--- src/rtl/irq_vec_pkg.sv ---
`timescale 1ns/1ps
package irq_vec_pkg;

  typedef enum logic [1:0] {
    ADDR_CTRL = 2'd0,
    ADDR_MASK = 2'd1,
    ADDR_FRC  = 2'd2,
    ADDR_GIE  = 2'd3
  } reg_addr_e;

  localparam int unsigned N_CFG    = 3;  // switchable-sensitivity lines
  localparam int unsigned NEST_BIT = 4;  // nesting enable in control word

endpackage

--- src/rtl/irq_sync.sv ---
`timescale 1ns/1ps
module irq_sync #(
  parameter int unsigned WIDTH   = 10,
  parameter int unsigned STAGES  = 2,
  parameter logic        RST_VAL = 1'b1
) (
  input  logic             clk_i,
  input  logic             rst_ni,
  input  logic [WIDTH-1:0] d_i,
  output logic [WIDTH-1:0] q_o
);

  logic [STAGES-1:0][WIDTH-1:0] stg_q;

  always_ff @(posedge clk_i or negedge rst_ni) begin
    if (!rst_ni) begin
      stg_q <= {STAGES{{WIDTH{RST_VAL}}}};
    end else begin
      stg_q[0] <= d_i;
      for (int s = 1; s < STAGES; s++) stg_q[s] <= stg_q[s-1];
    end
  end

  assign q_o = stg_q[STAGES-1];

endmodule

--- src/rtl/irq_latch.sv ---
`timescale 1ns/1ps
module irq_latch #(
  parameter int unsigned N = 10
) (
  input  logic         clk_i,
  input  logic         rst_ni,
  input  logic [N-1:0] act_i,     // synchronized request, active high
  input  logic [N-1:0] edge_i,    // 1 = edge-sensitive
  input  logic [N-1:0] frc_ok_i,  // force permitted
  input  logic [N-1:0] frc_i,
  input  logic [N-1:0] clr_i,
  input  logic [N-1:0] srv_i,     // one-hot, serviced level
  output logic [N-1:0] req_o
);

  logic [N-1:0] pend_v;
  logic [N-1:0] clr_any;

  assign clr_any = clr_i | srv_i;

  for (genvar k = 0; k < N; k++) begin : g_line
    logic act_q, pend_q, set_ev;

    // new event wins over a clear in the same cycle
    assign set_ev = (edge_i[k] & act_i[k] & ~act_q) | (frc_i[k] & frc_ok_i[k]);

    always_ff @(posedge clk_i or negedge rst_ni) begin
      if (!rst_ni) begin
        act_q  <= 1'b0;
        pend_q <= 1'b0;
      end else begin
        act_q  <= act_i[k];
        pend_q <= set_ev | (pend_q & ~clr_any[k]);
      end
    end

    assign pend_v[k] = pend_q;
    assign req_o[k]  = pend_q | (act_i[k] & ~edge_i[k]);
  end

  assert_pend_hold_R4: assert property (@(posedge clk_i) disable iff (!rst_ni)
    1'b1 |=> ((($past(pend_v) & ~$past(clr_any)) & ~pend_v) == '0));

endmodule

--- src/rtl/irq_arbiter.sv ---
`timescale 1ns/1ps
module irq_arbiter #(
  parameter int unsigned N      = 10,
  parameter int unsigned LVL_W  = $clog2(N),
  parameter int unsigned VEC_W  = 14,
  parameter int unsigned STRIDE = 4
) (
  input  logic [N-1:0]     req_i,
  output logic             valid_o,
  output logic [LVL_W-1:0] lvl_o,
  output logic [VEC_W-1:0] vec_o
);

  always_comb begin
    valid_o = |req_i;
    lvl_o   = '0;
    for (int k = 0; k < N; k++) begin
      if (req_i[k]) lvl_o = LVL_W'(k);
    end
    if (valid_o) begin
      assert_grant_top_R2: assert ((req_i >> lvl_o) == N'(1))
        else $error("grant is not the highest request");
    end
  end

  assign vec_o = valid_o ? VEC_W'(STRIDE * (N - 32'(lvl_o))) : '0;

endmodule

--- src/rtl/irq_vec_ctrl.sv ---
`timescale 1ns/1ps
module irq_vec_ctrl
  import irq_vec_pkg::*;
#(
  parameter int unsigned       N_SRC       = 10,
  parameter int unsigned       VEC_W       = 14,
  parameter int unsigned       VEC_STRIDE  = 4,
  parameter int unsigned       SYNC_STAGES = 2,
  parameter logic [N_SRC-1:0]  EDGE_LINES  = 10'b00_0001_0000,
  parameter logic [N_SRC-1:0]  EXT_LINES   = 10'b11_1001_0110,
  parameter int unsigned       CFG_LVL [N_CFG] = '{1, 2, 9}
) (
  input  logic               clk_i,
  input  logic               rst_ni,
  input  logic [N_SRC-1:0]   irq_ni,
  input  logic               wr_en_i,
  input  logic [1:0]         wr_addr_i,
  input  logic [2*N_SRC-1:0] wr_data_i,
  input  logic               ack_i,
  input  logic               rti_i,
  input  logic [N_SRC-1:0]   rti_mask_i,
  output logic               svc_o,
  output logic [VEC_W-1:0]   vec_o,
  output logic [N_SRC-1:0]   mask_o
);

  localparam int unsigned LVL_W = $clog2(N_SRC);

  logic [N_CFG-1:0] cfg_q;
  logic             nest_q, gie_q, blk_q;
  logic [N_SRC-1:0] mask_q, frc_q, clr_q;
  logic [N_SRC-1:0] sync_n, act, edge_v, frc_ok, req, cand, srv;
  logic             any, accept, mask_wr;
  logic [LVL_W-1:0] lvl;
  logic [VEC_W-1:0] vec_raw;

  function automatic logic [N_SRC-1:0] keep_above(input logic [LVL_W-1:0] l);
    return {N_SRC{1'b1}} << (32'(l) + 1);
  endfunction

  irq_sync #(
    .WIDTH  (N_SRC),
    .STAGES (SYNC_STAGES),
    .RST_VAL(1'b1)
  ) u_sync (
    .clk_i (clk_i),
    .rst_ni(rst_ni),
    .d_i   (irq_ni),
    .q_o   (sync_n)
  );

  assign act = ~sync_n;

  always_comb begin
    edge_v = EDGE_LINES;
    for (int c = 0; c < N_CFG; c++) begin
      edge_v[LVL_W'(CFG_LVL[c])] = edge_v[LVL_W'(CFG_LVL[c])] | cfg_q[c];
    end
  end

  assign frc_ok = ~EXT_LINES | edge_v;

  irq_latch #(.N(N_SRC)) u_latch (
    .clk_i   (clk_i),
    .rst_ni  (rst_ni),
    .act_i   (act),
    .edge_i  (edge_v),
    .frc_ok_i(frc_ok),
    .frc_i   (frc_q),
    .clr_i   (clr_q),
    .srv_i   (srv),
    .req_o   (req)
  );

  assign cand = req & mask_q;

  irq_arbiter #(
    .N     (N_SRC),
    .LVL_W (LVL_W),
    .VEC_W (VEC_W),
    .STRIDE(VEC_STRIDE)
  ) u_arb (
    .req_i  (cand),
    .valid_o(any),
    .lvl_o  (lvl),
    .vec_o  (vec_raw)
  );

  assign mask_wr = wr_en_i && (wr_addr_i == ADDR_MASK);
  assign svc_o   = any & gie_q & ~blk_q & ~rti_i & ~mask_wr;
  assign accept  = svc_o & ack_i;
  assign srv     = accept ? (N_SRC'(1) << lvl) : '0;
  assign vec_o   = svc_o ? vec_raw : '0;
  assign mask_o  = mask_q;

  always_ff @(posedge clk_i or negedge rst_ni) begin
    if (!rst_ni) begin
      cfg_q  <= '0;
      nest_q <= 1'b0;
      gie_q  <= 1'b1;
      blk_q  <= 1'b0;
      mask_q <= '0;
      frc_q  <= '0;
      clr_q  <= '0;
    end else begin
      blk_q <= mask_wr;
      frc_q <= '0;
      clr_q <= '0;
      if (wr_en_i) begin
        case (wr_addr_i)
          ADDR_CTRL: begin
            cfg_q  <= wr_data_i[N_CFG-1:0];
            nest_q <= wr_data_i[NEST_BIT];
          end
          ADDR_FRC: begin
            frc_q <= wr_data_i[N_SRC-1:0];
            clr_q <= wr_data_i[2*N_SRC-1:N_SRC];
          end
          ADDR_GIE: gie_q <= wr_data_i[0];
          default: ;
        endcase
      end
      // acceptance excludes rti and mask write in the same cycle
      if (accept)       mask_q <= nest_q ? (mask_q & keep_above(lvl)) : '0;
      else if (rti_i)   mask_q <= rti_mask_i;
      else if (mask_wr) mask_q <= wr_data_i[N_SRC-1:0];
    end
  end

  assert_entry_flat_R6: assert property (@(posedge clk_i) disable iff (!rst_ni)
    (accept && !nest_q) |=> (mask_q == '0));

  assert_entry_nest_R7: assert property (@(posedge clk_i) disable iff (!rst_ni)
    (accept && nest_q) |=> (mask_q == ($past(mask_q) & keep_above($past(lvl)))));

  assert_rti_restore_R8: assert property (@(posedge clk_i) disable iff (!rst_ni)
    rti_i |=> (mask_q == $past(rti_mask_i)));

  assert_wr_block_R9: assert property (@(posedge clk_i) disable iff (!rst_ni)
    mask_wr |=> !svc_o);

  assert_one_shot_R13: assert property (@(posedge clk_i) disable iff (!rst_ni)
    accept |=> (!svc_o || (vec_o < $past(vec_o))));

endmodule

--- config.mk ---
export PLATFORM = sky130hd
export DESIGN_NAME = irq_vec_ctrl
export DESIGN_NICKNAME = d
export VERILOG_FILES = /design/src/rtl/irq_vec_pkg.sv /design/src/rtl/irq_sync.sv /design/src/rtl/irq_latch.sv /design/src/rtl/irq_arbiter.sv /design/src/rtl/irq_vec_ctrl.sv
export SDC_FILE = /design/constraint.sdc
export NUM_CORES = 1
export LEC_CHECK = 0
export BUFFER_PORTS_ARGS = -buffer_cell sky130_fd_sc_hd__buf_2
export CELL_PAD_IN_SITES_DETAIL_PLACEMENT = 0
export CELL_PAD_IN_SITES_GLOBAL_PLACEMENT = 1
export CORE_AREA = 2 2 103 105
export CTS_CLUSTER_SIZE = 24
export DETAILED_ROUTE_END_ITERATION = 10
export DIE_AREA = 0 0 105 107
export MAX_ROUTING_LAYER = met4
export PLACE_DENSITY = 0.64
export REMOVE_ABC_BUFFERS = 1
export SYNTH_ARGS = -nofsm -noshare
export SYNTH_HDL_FRONTEND = slang
export SYNTH_SLANG_ARGS = --single-unit
--- constraint.sdc ---
create_clock -name clk_i -period 8.45 [get_ports clk_i]
set_input_delay 2.1125 -clock clk_i [delete_from_list [all_inputs] [get_ports clk_i]]
set_output_delay 2.1125 -clock clk_i [all_outputs]
set_load 0.01 [all_outputs]
==> results.md <==
- CP startpoint: wr_en_i
- Sequential element share of the synthesized area: 57.8%
- GRT Util Overall: 13.9%
- Routed len/inst: 14.9 um
- Area Overhead vs Synth: 20.2%
- Mean Syn Cell Area: 11.2 um2
- Fillcell total: 1042
- TNS Setup: 0 ps
- Unrepaired setup endpoints after global routing: no
- Critical Path RT: 6340 ps
- Final wirelength: 7.02 mm
- Global Route met1 Usage: 17.7%
- FF+latch count, synth: 68
- Layout cells sized above 1: 33.9%
- Worst R2R Setup Slack: 5030 ps
- First-pass GRT wire length: 11.4 mm
- Delay-heaviest family, CP: simple AND/OR/NAND/NOR gates
- Fin area: 3590 um2
- Max incr delay on CP: 420 ps
- Vias after detailed routing: 2122
- Hold Crit Class: flop to flop
- Crit-path most repeated cell: buf_2
- # diodes: 0
- Max-cap check violation count: 0
- Std-Cell Rows: 37
- Setup bufs post-CTS: 0
- CTS buffer count: 9
- Synth area leader: dfrtp_1
- GRT met2 Usage: 20.6%
- Setup ws final: 2620 ps
- Final min period: 5830 ps
- Crit path kind: input pin to primary output
- H-tree levels: 3
- Vias in the first global route: 2158
- Clock-pin slew on the worst setup and hold paths: 70 ps
- Worst Tran Pin Value: 848 ps
- Commonest non-fill, non-tap cell in the layout: buf_2
- Crit path DAT: 3720 ps
- Max_slew headroom: 43.5%
- Gr busiest metal: met2
- Post-synth EDFFs: 0
- Clk sinks: 68
- Pre-CTS WS: 2590 ps
- Critical-path cell list: buf_2 -> and3b_1 -> nor2_2 -> nand3b_1 -> a21o_1 -> inv_1 -> o211a_1 -> buf_2
- Antenna Violating Nets Remaining: 0
- Routability Congestion: 0.856
- Core Area: 10100 um2
- FF-to-FF Start: u_sync.q_o[1]
- Final Slew Violations: 0
- Post-route DRC violation count: 0
- Outcome: finished clean
- Main area contributors after synthesis: dfrtp_1 39%, dfstp_2 18%, and2_1 4.0%
- Clock latency on the worst-skew pair: 340 ps
- Nets: 386
- Initial antenna violation count: 0
- 1st-iter DRT viols: 94
- Fraction of registers with async set/reset: 100%
- Root Driver: clkbuf_8
- Ys flop type: dfrtp_1
- Non-filler cells, final: 472
- Fmax: 171 MHz
- Detailed Routing Iterations Pass 1: 4
- Distinct cells, synth: 48
- Largest net degree at the start of global routing: 69
- Commonest cells after routing, fill and taps aside: 61 x buf_2, 47 x dfrtp_1, 28 x nand2_1
- CTS Hold Buffers Added: 0
- Pwr Density: 221 nW/um2
- Longest Clk Path Bufs: 2
- Boundary Pins: 72
- GRT overflow: 0
- Met3 Track Usage GR: 4.92%
- Max Clock Skew: 8.74 ps
- Buffers on Ports: 61
- Via density: 4.50
- Die outline area: 11200 um2
- P_leak: 0.00169 uW
- Top-area cell type share of the netlist area: 39.3%
- Syn Inst Count: 266
- CP max FO: 12
- Syn Std Cell Area: 2990 um2
- HP Start: u_sync.stg_q[9]
- Die W: 105 um
- Slowest CP cell: nor2_2
- CTS tree: yes
- Peak supply drop: 0.0785 mV
- Post-Place Cells: 456
- Hpwl dp: 5.21 mm
- Hold Fails Final Rpt: 0
- Worst path buffer plus inverter count: 3
- Setup violations, final: 0
- CP endpoint kind: primary output
- WHS: 357 ps
- Crit share post-route: 69.0%
- Synthesis warning total: 0
- Critical path launch point type: input pin
- Initial Util: 29.6%
- Die Ht: 107 um
- DP Area: 3400 um2
- Post-cts resize count: 0
## synthesized netlist by cell type (all sizes together), types with 2 or more instances
cell	count
inv	23
nor3b	2
o21bai	3
o2bb2ai	4
o21ai	8
dfrtp	47
buf	12
nand2	28
dfstp	21
nand2b	7
and2	19
a221o	6
nand3	3
clkbuf	6
a32o	2
nor2	18
a211oi	2
mux2	5
o221ai	2
nand4b	2
ha	8
a21oi	5
a31o	4
a21o	2
a31oi	4
a21boi	3
a22o	5
## cell type report
cell class | count | area, um2 | area share (%)
repair buffers | 63 | 320 | 8.91
clock inverters | 7 | 75.1 | 2.09
flip-flops and latches | 68 | 1730 | 48.1
well taps | 136 | 170 | 4.73
inverters | 23 | 86.3 | 2.40
clock buffers | 9 | 124 | 3.45
multi-input cells | 166 | 1090 | 30.4
## routing by layer
layer | up-vias | share of wire (%)
li1 | 1017 | -
met1 | 1031 | 46
met2 | 62 | 46
met3 | 12 | 5.7
met4 | 0 | 2.0
met5 | - | 0
## flip-flops by register name (all words and copies together) (netlist names)
register	count
clr_q	10
nest_q	1
gie_q	1
cfg_q	3
frc_q	8
u_latch.g_line.pend_q	10
mask_o	10
u_latch.g_line.act_q	4
u_sync.stg_q	10
u_sync.q_o	10
blk_q	1
## stage by stage
step / total power (uW) / util (%)
after floorplan: 474 / -
after global placement: 533 / 33.6
after detailed placement: 535 / 33.6
after CTS: 807 / 35.6
after global routing: 845 / 35.6
final: 796 / 35.6
## worst paths after layout
path	to	depth (start not counted)
min	u_sync.q_o[9]	0
max	vec_o[5]	8
max reg2reg	mask_o[3]	12
max in group asynchronous	frc_q[3]	2
min reg2reg	u_sync.q_o[9]	0
min in group asynchronous	u_latch.g_line[7].pend_q	2
## logic make-up after synthesis
| kind of cell | after synthesis | synth area share (%) |
|---|---|---|
| AO/OA/AOI/OAI | 58 | 15.2 |
| XOR/XNOR | 1 | 0.293 |
| adder cells (fa/ha/maj) | 8 | 3.35 |
| buffers and inverters | 41 | 6.90 |
| flip-flops | 68 | 57.8 |
| multiplexers | 5 | 1.88 |
| other | 1 | 0.125 |
| AND/OR/NAND/NOR | 84 | 14.5 |
## power by group
part / total (uW) / internal (uW) / switching [uW]
Combinational: 153 / 65.1 / 87.8
Clock: 268 / 138 / 130
Sequential: 375 / 358 / 17.4
Total: 796 / 561 / 235
Power figures use the tool's default switching activity.
